<file path="config.mk">
export PLATFORM = sky130hd
export DESIGN_NAME = atomic_event_ctrl
export DESIGN_NICKNAME = d
export VERILOG_FILES = /design/src/rtl/atev_pkg.sv /design/src/rtl/atev_line_tab.sv /design/src/rtl/atev_st_buf.sv /design/src/rtl/atomic_event_ctrl.sv
export SDC_FILE = /design/constraint.sdc
export NUM_CORES = 1
export LEC_CHECK = 0
export ABC_AREA = 1
export BUFFER_PORTS_ARGS = -buffer_cell sky130_fd_sc_hd__buf_2
export CORE_ASPECT_RATIO = 0.7
export CORE_UTILIZATION = 59
export CTS_BUF_LIST = sky130_fd_sc_hd__clkbuf_8
export CTS_CLUSTER_DIAMETER = 150
export DETAILED_ROUTE_END_ITERATION = 10
export PLACE_DENSITY = 0.8
export SYNTH_ARGS = -nofsm -noshare
export SYNTH_HDL_FRONTEND = slang
export SYNTH_HIERARCHICAL = 1
export SYNTH_SLANG_ARGS = --single-unit
</file>
<file path="constraint.sdc">
create_clock -name clk -period 4.65 [get_ports clk]
set_input_delay 0.2325 -clock clk [delete_from_list [all_inputs] [get_ports clk]]
set_output_delay 0.2325 -clock clk [all_outputs]
set_load 0.03 [all_outputs]
</file>
<file path="src/rtl/atev_pkg.sv">
package atev_pkg;
    typedef enum logic [1:0] {
        OP_LLOAD = 2'd0,
        OP_STORE = 2'd1,
        OP_QUERY = 2'd2,
        OP_NONE  = 2'd3
    } op_e;

    typedef enum logic [1:0] {
        RES_NONE    = 2'd0,
        RES_COMMIT  = 2'd1,
        RES_RESTART = 2'd2,
        RES_DIVERT  = 2'd3
    } res_e;

    typedef enum logic [1:0] {
        ST_IDLE   = 2'd0,
        ST_ACTIVE = 2'd1,
        ST_COMMIT = 2'd2
    } st_e;

    typedef struct packed {
        st_e  st;
        logic guard;
        logic done;
        res_e res;
    } ctl_t;
endpackage

</file>
<file path="src/rtl/atev_line_tab.sv">
module atev_line_tab #(
    parameter int LINE_AW = 10,
    parameter int NLINES  = 8
) (
    input  logic               clk,
    input  logic               rst_n,
    input  logic               clr,
    input  logic               ins,
    input  logic [LINE_AW-1:0] ins_line,
    input  logic [LINE_AW-1:0] q_line,
    input  logic [LINE_AW-1:0] s_line,
    output logic               q_hit,
    output logic               s_hit,
    output logic               full
);
    logic [NLINES-1:0]  vld_q, vld_d;
    logic [LINE_AW-1:0] tag_q [NLINES];
    logic [LINE_AW-1:0] tag_d [NLINES];
    logic [NLINES-1:0]  qm, sm;

    for (genvar g = 0; g < NLINES; g++) begin : g_cmp
        assign qm[g] = vld_q[g] && (tag_q[g] == q_line);
        assign sm[g] = vld_q[g] && (tag_q[g] == s_line);
    end

    assign q_hit = |qm;
    assign s_hit = |sm;
    assign full  = &vld_q;

    always_comb begin
        logic placed;
        placed = 1'b0;
        vld_d  = vld_q;
        tag_d  = tag_q;
        if (clr) begin
            vld_d = '0;
        end else if (ins) begin
            for (int i = 0; i < NLINES; i++) begin
                if (!placed && !vld_q[i]) begin
                    vld_d[i] = 1'b1;
                    tag_d[i] = ins_line;
                    placed   = 1'b1;
                end
            end
        end
    end

    always_ff @(posedge clk) begin
        if (!rst_n) vld_q <= '0;
        else        vld_q <= vld_d;
    end

    always_ff @(posedge clk) begin
        tag_q <= tag_d;
    end

    // the controller never inserts into a full table
    p_ins_room_r1: assert property (@(posedge clk) disable iff (!rst_n)
        (ins && !clr) |-> !full);
    // a clear leaves no line matching
    p_clear_empties_r11: assert property (@(posedge clk) disable iff (!rst_n)
        clr |=> (vld_q == '0));
endmodule

</file>
<file path="src/rtl/atev_st_buf.sv">
module atev_st_buf #(
    parameter int ADDR_W = 12,
    parameter int DATA_W = 8,
    parameter int DEPTH  = 8
) (
    input  logic                      clk,
    input  logic                      rst_n,
    input  logic                      clr,
    input  logic                      wr,
    input  logic [ADDR_W-1:0]         wr_addr,
    input  logic [DATA_W-1:0]         wr_data,
    output logic                      would_ovf,
    output logic [DEPTH-1:0]          vld,
    output logic [DEPTH*ADDR_W-1:0]   addr_flat,
    output logic [DEPTH*DATA_W-1:0]   data_flat
);
    logic [DEPTH-1:0]  vld_q, vld_d;
    logic [ADDR_W-1:0] addr_q [DEPTH];
    logic [ADDR_W-1:0] addr_d [DEPTH];
    logic [DATA_W-1:0] data_q [DEPTH];
    logic [DATA_W-1:0] data_d [DEPTH];
    logic [DEPTH-1:0]  am;
    logic              hit;

    for (genvar g = 0; g < DEPTH; g++) begin : g_slot
        assign am[g] = vld_q[g] && (addr_q[g] == wr_addr);
        assign addr_flat[g*ADDR_W +: ADDR_W] = addr_q[g];
        assign data_flat[g*DATA_W +: DATA_W] = data_q[g];
    end

    assign hit       = |am;
    assign would_ovf = !hit && (&vld_q);
    assign vld       = vld_q;

    always_comb begin
        logic placed;
        placed = 1'b0;
        vld_d  = vld_q;
        addr_d = addr_q;
        data_d = data_q;
        if (clr) begin
            vld_d = '0;
        end else if (wr) begin
            for (int i = 0; i < DEPTH; i++) begin
                if (hit) begin
                    if (am[i]) data_d[i] = wr_data;
                end else if (!placed && !vld_q[i]) begin
                    vld_d[i]  = 1'b1;
                    addr_d[i] = wr_addr;
                    data_d[i] = wr_data;
                    placed    = 1'b1;
                end
            end
        end
    end

    always_ff @(posedge clk) begin
        if (!rst_n) vld_q <= '0;
        else        vld_q <= vld_d;
    end

    always_ff @(posedge clk) begin
        addr_q <= addr_d;
        data_q <= data_d;
    end

    // occupied slots always form a contiguous run from slot 0
    p_slot_prefix_r4: assert property (@(posedge clk) disable iff (!rst_n)
        ((vld_q & (vld_q + DEPTH'(1))) == '0));
    // the controller never writes when no slot is free
    p_no_ovf_write_r5: assert property (@(posedge clk) disable iff (!rst_n)
        (wr && !clr) |-> !would_ovf);
endmodule

</file>
<file path="src/rtl/atomic_event_ctrl.sv">
module atomic_event_ctrl
    import atev_pkg::*;
#(
    parameter int ADDR_W     = 12,
    parameter int DATA_W     = 8,
    parameter int LINE_OFS_W = 2,
    parameter int MAX_LINES  = 8,
    parameter int SB_DEPTH   = 8
) (
    input  logic                         clk,
    input  logic                         rst_n,
    input  logic                         req_valid,
    input  logic [1:0]                   req_op,
    input  logic                         req_lock,
    input  logic [ADDR_W-1:0]            req_addr,
    input  logic [DATA_W-1:0]            req_data,
    input  logic                         own_nak,
    input  logic                         snp_valid,
    input  logic [ADDR_W-1:0]            snp_addr,
    output logic                         snp_nak,
    output logic                         evt_active,
    output logic                         evt_guarded,
    output logic                         evt_done,
    output logic [1:0]                   evt_result,
    output logic                         mem_we,
    output logic [SB_DEPTH-1:0]          mem_wmask,
    output logic [SB_DEPTH*ADDR_W-1:0]   mem_waddr,
    output logic [SB_DEPTH*DATA_W-1:0]   mem_wdata
);
    localparam int LINE_AW = ADDR_W - LINE_OFS_W;

    ctl_t ctl_q, ctl_d;
    logic tab_ins, tab_clr, q_hit, s_hit, tab_full;
    logic sb_wr, sb_ovf;
    logic [SB_DEPTH-1:0] sb_vld;
    logic [LINE_AW-1:0]  req_line, snp_line;
    op_e  op;

    assign req_line = req_addr[ADDR_W-1:LINE_OFS_W];
    assign snp_line = snp_addr[ADDR_W-1:LINE_OFS_W];
    assign op       = op_e'(req_op);

    atev_line_tab #(.LINE_AW(LINE_AW), .NLINES(MAX_LINES)) u_tab (
        .clk(clk), .rst_n(rst_n), .clr(tab_clr), .ins(tab_ins),
        .ins_line(req_line), .q_line(req_line), .s_line(snp_line),
        .q_hit(q_hit), .s_hit(s_hit), .full(tab_full)
    );

    atev_st_buf #(.ADDR_W(ADDR_W), .DATA_W(DATA_W), .DEPTH(SB_DEPTH)) u_sb (
        .clk(clk), .rst_n(rst_n), .clr(tab_clr), .wr(sb_wr),
        .wr_addr(req_addr), .wr_data(req_data), .would_ovf(sb_ovf),
        .vld(sb_vld), .addr_flat(mem_waddr), .data_flat(mem_wdata)
    );

    always_comb begin
        logic fail;
        res_e fail_res;
        fail     = 1'b0;
        fail_res = RES_DIVERT;
        ctl_d      = ctl_q;
        ctl_d.done = 1'b0;
        ctl_d.res  = RES_NONE;
        tab_ins  = 1'b0;
        tab_clr  = 1'b0;
        sb_wr    = 1'b0;
        case (ctl_q.st)
            ST_IDLE: begin
                if (req_valid && op == OP_LLOAD) begin
                    tab_ins     = 1'b1;
                    ctl_d.st    = ST_ACTIVE;
                    ctl_d.guard = 1'b0;
                end
            end
            ST_ACTIVE: begin
                if (snp_valid && s_hit && !ctl_q.guard) begin
                    fail     = 1'b1;
                    fail_res = RES_RESTART;
                end else if (own_nak) begin
                    fail     = 1'b1;
                    fail_res = ctl_q.guard ? RES_DIVERT : RES_RESTART;
                end else if (req_valid) begin
                    case (op)
                        OP_LLOAD: begin
                            if (!q_hit) begin
                                if (tab_full) fail = 1'b1;
                                else          tab_ins = 1'b1;
                            end
                        end
                        OP_STORE: begin
                            if (q_hit) begin
                                if (sb_ovf) begin
                                    fail = 1'b1;
                                end else begin
                                    sb_wr = 1'b1;
                                    if (req_lock) begin
                                        ctl_d.st   = ST_COMMIT;
                                        ctl_d.done = 1'b1;
                                        ctl_d.res  = RES_COMMIT;
                                    end
                                end
                            end else if (req_lock) begin
                                fail = 1'b1;
                            end
                        end
                        OP_QUERY: ctl_d.guard = 1'b1;
                        default: ;
                    endcase
                end
            end
            ST_COMMIT: begin
                tab_clr     = 1'b1;
                ctl_d.st    = ST_IDLE;
                ctl_d.guard = 1'b0;
            end
            default: ctl_d.st = ST_IDLE;
        endcase
        if (fail) begin
            tab_clr     = 1'b1;
            tab_ins     = 1'b0;
            sb_wr       = 1'b0;
            ctl_d.st    = ST_IDLE;
            ctl_d.guard = 1'b0;
            ctl_d.done  = 1'b1;
            ctl_d.res   = fail_res;
        end
    end

    always_ff @(posedge clk) begin
        if (!rst_n) begin
            ctl_q <= '{st: ST_IDLE, guard: 1'b0, done: 1'b0, res: RES_NONE};
        end else begin
            ctl_q <= ctl_d;
        end
    end

    assign evt_active  = (ctl_q.st == ST_ACTIVE);
    assign evt_guarded = ctl_q.guard;
    assign evt_done    = ctl_q.done;
    assign evt_result  = ctl_q.res;
    assign mem_we      = (ctl_q.st == ST_COMMIT);
    assign mem_wmask   = mem_we ? sb_vld : '0;
    assign snp_nak     = snp_valid && s_hit &&
                         ((ctl_q.st == ST_ACTIVE && ctl_q.guard) || ctl_q.st == ST_COMMIT);

    // the commit strobe always coincides with the commit outcome
    p_commit_done_r4: assert property (@(posedge clk) disable iff (!rst_n)
        mem_we |-> (evt_done && evt_result == RES_COMMIT));
    // outcomes are single-cycle pulses
    p_done_pulse_r4: assert property (@(posedge clk) disable iff (!rst_n)
        evt_done |=> !evt_done);
    // a failed outcome is never accompanied by a write
    p_fail_nowrite_r3: assert property (@(posedge clk) disable iff (!rst_n)
        (evt_done && evt_result != RES_COMMIT) |-> !mem_we);
    // refusals only while guarded or committing
    p_nak_guard_r8: assert property (@(posedge clk) disable iff (!rst_n)
        snp_nak |-> (evt_guarded || mem_we));
    // an unguarded hit snoop restarts the event
    p_unguarded_kill_r7: assert property (@(posedge clk) disable iff (!rst_n)
        (evt_active && !evt_guarded && snp_valid && s_hit) |=>
        (evt_done && evt_result == RES_RESTART));
endmodule

</file>
---- Yosys cells after proc, flatten, opt, wreduce, memory -nomap -nowiden ----
Index checks and enable logic that the tools add are counted.
storage, ports and cells
  bits in registers ....................... 262
  output and inout port bits .............. 175
  word-level logic and storage cells ...... 352
operators by class
  equality and inequality tests ........... 46
  muxes and demuxes ....................... 124
  bitwise operators ....................... 5
  reductions and logical operators ........ 133
operators by type and width
  operator              number
  $mux W8               25
  $eq A10 B10 Y1        16
  $eq A12 B12 Y1        8
  $mux W1               81
  $reduce_and A4 Y1     16
  $reduce_and A3 Y1     15
  $logic_and A1 B1 Y1   44
  $logic_not A1 Y1      30
  $reduce_and A8 Y1     3
  $reduce_or A8 Y1      3
  $ne A2 B1 Y1 const B  11
  $mux W3               7
  $mux W6               3
  $reduce_and A2 Y1     8
  $ne A2 B2 Y1 const B  7
  $reduce_bool A2 Y1    7
  $mux W2               4
  $reduce_and A6 Y1     1
  $not A1 Y1            5
  $eq A2 B1 Y1 const B  2
  $eq A2 B2 Y1 const B  2
  $logic_not A2 Y1      2
  $pmux W1 S2           2
  $pmux W2 S2           1
  other kinds (4)       5

---- Longest topological paths before layout ----
  word-level depth ........................ 55
  gate-level depth with buffers ........... 25

---- Modules after synthesis ----
The synthesis kept the hierarchy.
by module, submodules not included
  module             instances  cells each  area an instance (µm²)  sequential area each (µm²)
  atev_st_buf        1          665         7164.4                  4964.8
  atev_line_tab      1          766         5617.9                  2562.5
  atomic_event_ctrl  1          89          531.8                   120.1

---- Worst setup path after synthesis ----
No wires, ideal clock.
  kind .................................... register to register
  from .................................... reg u_sb.addr_q (netlist bit u_sb/addr_flat[41])
  to ...................................... reg u_tab/tag_q[50] (netlist name) (enable)
  setup time .............................. 0.404 ns
  arrival ................................. 3.116 ns
  required time ........................... 4.246 ns
  setup slack ............................. 1.131 ns
  stages on the path, launching flop included .. 22
  buffers on the path ..................... 2
  clock period less this slack ............ 3.519 ns
  cells stage by stage .................... edfxtp_1 -> nand2_1 -> nand2_1 -> nor2_1 -> nand2_1 -> nor2_1 -> nand2_1 -> nand2_1 -> nor2_4 -> nand2_4 -> buf_6 -> nor4_4 -> nand2_1 -> nand2_1 -> nand2_1 -> nand2_1 -> nand2_2 -> nand2_4 -> inv_2 -> nand2_1 -> buf_2 -> nor4_1
between the ends
  longest elaborated chain between the ends .. 15
  elaborated cells on any way between the ends .. 16
  those cells by class .................... 1 x eq/ne; 9 x mux; 1 x bitwise; 5 x reduce/logical
ends and longest elaborated chain
  element                             line                      text
  start, declared                     atev_st_buf.sv:18         logic [ADDR_W-1:0] addr_q [DEPTH];
  start signal, assigned              atev_st_buf.sv:63         addr_q <= addr_d;
  $eq A12 B12 Y1                      atev_st_buf.sv:26         assign am[g] = vld_q[g] && (addr_q[g] == wr_addr);
  $logic_and A1 B1 Y1                 atev_st_buf.sv:26
  $reduce_or A8 Y1                    atev_st_buf.sv:31         assign hit = |am;
  $logic_not A1 Y1                    atev_st_buf.sv:32         assign would_ovf = !hit && (&vld_q);
  $logic_and A1 B1 Y1                 atev_st_buf.sv:32
  named net sb_ovf                    atomic_event_ctrl.sv:34   logic sb_wr, sb_ovf;
  $mux W1                             atomic_event_ctrl.sv:91   if (sb_ovf) begin
  $mux W1                             atomic_event_ctrl.sv:90   if (q_hit) begin
  $pmux W1 S2                         atomic_event_ctrl.sv:82   case (op)
  $mux W1                             atomic_event_ctrl.sv:81   end else if (req_valid) begin
  $mux W1                             atomic_event_ctrl.sv:78   end else if (own_nak) begin
  $mux W1                             atomic_event_ctrl.sv:75   if (snp_valid && s_hit && !ctl_q.guard) begin
  $mux W1                             atomic_event_ctrl.sv:66   case (ctl_q.st)
  $mux W1                             atomic_event_ctrl.sv:117  if (fail) begin
  named net tab_clr                   atomic_event_ctrl.sv:33   logic tab_ins, tab_clr, q_hit, s_hit, tab_full;
  $not A1 Y1 (no source line)         -
  $reduce_and A3 Y1 (no source line)  -
  end signal, assigned                atev_line_tab.sv:54       tag_q <= tag_d;
  end, declared                       atev_line_tab.sv:17       logic [LINE_AW-1:0] tag_q [NLINES];
The timed path passes the listed nets, and every way through them passes these cells.
A chain may end at the register's enable or synchronous reset.

---- Worst setup path after layout ----
  from .................................... in req_addr[7]
  to ...................................... reg u_sb.addr_q (netlist bit u_sb/addr_flat[32]) (enable)
between the ends
  elaborated cells on any way between the ends .. 67
  those cells by class .................... 16 x eq/ne; 24 x mux; 2 x bitwise; 25 x reduce/logical
RTL lines
  element                               line                                              text
  start, declared                       atomic_event_ctrl.sv:15                           input logic [ADDR_W-1:0] req_addr,
  $eq A10 B10 Y1                        atev_line_tab.sv:22                               assign qm[g] = vld_q[g] && (tag_q[g] == q_line);
  $logic_and A1 B1 Y1                   atev_line_tab.sv:22
  $reduce_or A8 Y1 *                    atev_line_tab.sv:26                               assign q_hit = |qm;
  named net q_hit                       atomic_event_ctrl.sv:33
  $mux W1, on equally long branches     atomic_event_ctrl.sv:90, atomic_event_ctrl.sv:84
  $pmux W1 S2 *                         atomic_event_ctrl.sv:82
  $mux W1 *                             atomic_event_ctrl.sv:81
  $mux W1 *                             atomic_event_ctrl.sv:78
  $mux W1 *                             atomic_event_ctrl.sv:75
  $mux W1 *                             atomic_event_ctrl.sv:66
  $mux W1 *                             atomic_event_ctrl.sv:117
  named net tab_clr                     atomic_event_ctrl.sv:33
  $not A1 Y1 (no source line) *         -
  $reduce_and A4 Y1 (no source line) *  -
The timed path passes the listed nets; every way through them passes the cells marked *. The select of a mux whose other input is x is not followed.

==> flow_metrics.env <==
export IMPL_status="complete, no violations"
export IMPL_gr_usage_all_layers=0.355
export IMPL_tightestPinTransition_ns=1.27
export IMPL_slowest_delay_ns=1.03
export IMPL_final_hold_viol_count=0
export IMPL_fin_crit_sh=0.850
export IMPL_ctsResizeCount=0
export IMPL_wl_um=41000
export IMPL_maxSlewViolCount=0
export IMPL_final_nets=1830
export IMPL_crit_path_start_kind="input pin"
export IMPL_synth_edf_count=240
export IMPL_ys_seq_area_frac=0.574
export IMPL_grt_pass1_wl_um=60800
export IMPL_synth_main_ff_cell="edfxtp_1"
export IMPL_drive_gt1_frac=0.217
export IMPL_powerDensity_mw_per_mm2=304
export IMPL_grt_max_degree=23
export IMPL_synthesis_nets=1560
export IMPL_timing_rr_end="u_sb/addr_flat[32]$_DFFE_PP_"
export IMPL_reg2reg_slack_ns=0.79
export IMPL_final_cells=2103
export IMPL_synth_cells=1520
export IMPL_gp_congestion=0.970
export IMPL_critPathMostFrequentCell="nand2_1"
export IMPL_setup_tns_ns=0
export IMPL_clock_latency_ns=0.56
export IMPL_portBuffers=212
export IMPL_dp_hpwl_um=29400
export IMPL_initial_core_util=0.608
export IMPL_fin_worst_skew_ns=0.0296
export IMPL_hold_start="req_data[7]"
export IMPL_ff2ff_path_depth=21
export IMPL_postSynth_asyncResetShare=0
export IMPL_syn_area_mm2=0.0133
export IMPL_post_cts_buffers=0
export IMPL_cts_clk_slew_worst_paths_ns=0.06
export IMPL_cp_max_fo=15
export IMPL_num_rows=45
export IMPL_place_ws_ns=0.505
export IMPL_synth_area_per_cell_um2=8.76
export IMPL_fp_dieH_um=128
export IMPL_max_freq_mhz=253
export IMPL_wire_per_inst_um=19.5
export IMPL_r2r_start="u_sb/addr_flat[40]$_DFFE_PP_"
export IMPL_synth_area_leaders="edfxtp_1, nand2_1, inv_1"
export IMPL_critPathArrivalTime_ns=4.13
export IMPL_tritoncts="done"
export IMPL_relSlewSlack=0.150
export IMPL_gr_total_overflow=0
export IMPL_cts_sinks=262
export IMPL_vias=11600
export IMPL_synth_top_cell_area_share=0.541
export IMPL_remaining_drc_errors=0
export IMPL_numCtsBuffers=39
export IMPL_worstSetupEndpointType="flop"
export IMPL_drv_cap=0
export IMPL_clk_path_buf_depth=3
export IMPL_routed_via_density=5.52
export IMPL_ant_nets=0
export IMPL_yosysTopAreaCell="edfxtp_1"
export IMPL_htree_levels=2
export IMPL_drt_iter0_drc=1642
export IMPL_min_to="u_sb/data_flat[47]$_DFFE_PP_"
export IMPL_critical_path_startpoint="req_addr[7]"
export IMPL_crit_required_ns=4.82
export IMPL_grt_pass1_vias=10700
export IMPL_die_w_um=182
export IMPL_p_leak_nw=7.24
export IMPL_diodes=0
export IMPL_postCtsHoldBufs=8
export IMPL_crit_path_cell_trace="dlygate4sd3_1 > buf_2 > buf_4 > inv_2 > nand2_1 > nand4_1 > nor2_1 > nand3_2 > nand2_2 > nor2_2 > nand2_1 > inv_2 > nand2_1 > nand2_1 > nand2_1 > nand2_1 > nand2_2 > nand2_4 > inv_2 > nand2_1 > inv_1 > nand4_2 > nor2_1"
export IMPL_setup_violations=0
export IMPL_ir_worst_vdd_v=0.000242
export IMPL_antenna_found_initial=0
export IMPL_cts_root_buf="clkbuf_8"
export IMPL_area_growth_pct=17.1
export IMPL_hold_class="input pin to flop"
export IMPL_die_area_mm2=0.0232
export IMPL_dpl_cell_count=2023
export IMPL_cpMaxStageDelayCell="nor2_1"
export IMPL_min_period_ns=3.95
export IMPL_yosys_cell_types_count=37
export IMPL_yosysWarnings=6
export IMPL_ys_seq_elements=262
export IMPL_grt_setup_unrepaired="false"
export IMPL_fin_hold_ws_ns=0.00602
export IMPL_fin_ws_ns=0.696
export IMPL_core_mm2=0.0219
export IMPL_ios=215
export IMPL_drtPass1Iterations=6
export IMPL_worstSetupPathType="input pin to flop"
export IMPL_hold_path_depth=1
## synth_stat cells, drive strengths merged, types with 3 or more instances
cell type,instances
edfxtp,240
xor2,17
a21oi,34
inv,247
xnor2,39
buf,38
o211ai,6
dfxtp,22
nand4,30
o21ai,29
nand2,587
nor3,7
or2,11
nand3,50
nor4,3
nor2,157
## layout make-up
class | instances | area [µm²]
clock inverters | 31 | 163
clock buffers | 41 | 564
multi-input cells | 973 | 4420
flip-flops and latches | 262 | 7650
well taps | 282 | 353
repair buffers | 267 | 1490
inverters | 247 | 952
fillers | 1686 | 6310
## critical path, delay by kind of cell
family | cells | cell delay, ns
buf+inv | 7 | 1.42
simple gates | 16 | 2.45
## flip-flops by register name, summed over array words and instances, names as in the netlist
signal / cells
u_sb/addr_flat: 96
u_tab/tag_q: 80
u_sb/data_flat: 64
u_sb/vld: 8
u_tab/vld_q: 8
ctl_q: 2
evt_result: 2
evt_done: 1
evt_guarded: 1
## worst max-delay path by stage
stage,to,slack (ns),cells past startpoint
after CTS,u_sb/addr_flat[27]$_DFFE_PP_,0.87,23
final,u_sb/addr_flat[32]$_DFFE_PP_,0.70,23
after global routing,u_sb/addr_flat[32]$_DFFE_PP_,0.41,23
after detailed placement,u_sb/addr_flat[32]$_DFFE_PP_,0.50,23
after global placement,u_sb/addr_flat[32]$_DFFE_PP_,0.57,23
after floorplan,u_tab/tag_q[50]$_DFFE_PP_,1.13,21
## power breakdown
group	internal (mW)	switching (mW)	total (mW)
clock	0.881	0.905	1.79
sequential	2.58	0.00868	2.58
combinational	0.104	0.261	0.365
## metal layers
layer,part of all wire,track usage,up-vias
met2,0.41,0.500,926
met1,0.40,0.515,5236
met3,0.16,0.106,133
met5,0,0,-
met4,0.034,0.140,0
li1,-,-,5313
## kinds of logic after synthesis
kind of cell / after synthesis / share of synthesized area
buffers and inverters: 285 / 0.0941
XOR/XNOR: 56 / 0.0368
AND/OR/NAND/NOR: 847 / 0.265
flip-flops: 262 / 0.574
AO/OA/AOI/OAI: 70 / 0.0292
## stage by stage
stage | util | total power, mW | cell area, µm²
floorplan | - | 2.85 | 13300
detailed placement | 0.675 | 2.98 | 14800
global placement | 0.675 | 2.97 | 14800
global route | 0.712 | 4.88 | 15600
CTS | 0.712 | 4.74 | 15600
finish | 0.712 | 4.74 | 15600
## cell usage in the layout (no fill, tap or decap), types with 9 or more instances in the layout
master      n
nand3_1    48
o21ai_0    11
a21oi_1    32
inv_1     215
clkbuf_8   41
buf_2     212
inv_2      35
o21ai_1    17
xnor2_1    39
nand2_1   575
buf_4      47
xor2_1     17
clkinv_2    9
nor2_1    146
edfxtp_1  240
nand4_1    27
nor2_2      9
dfxtp_1    22
(Power assumes the default switching activity.)
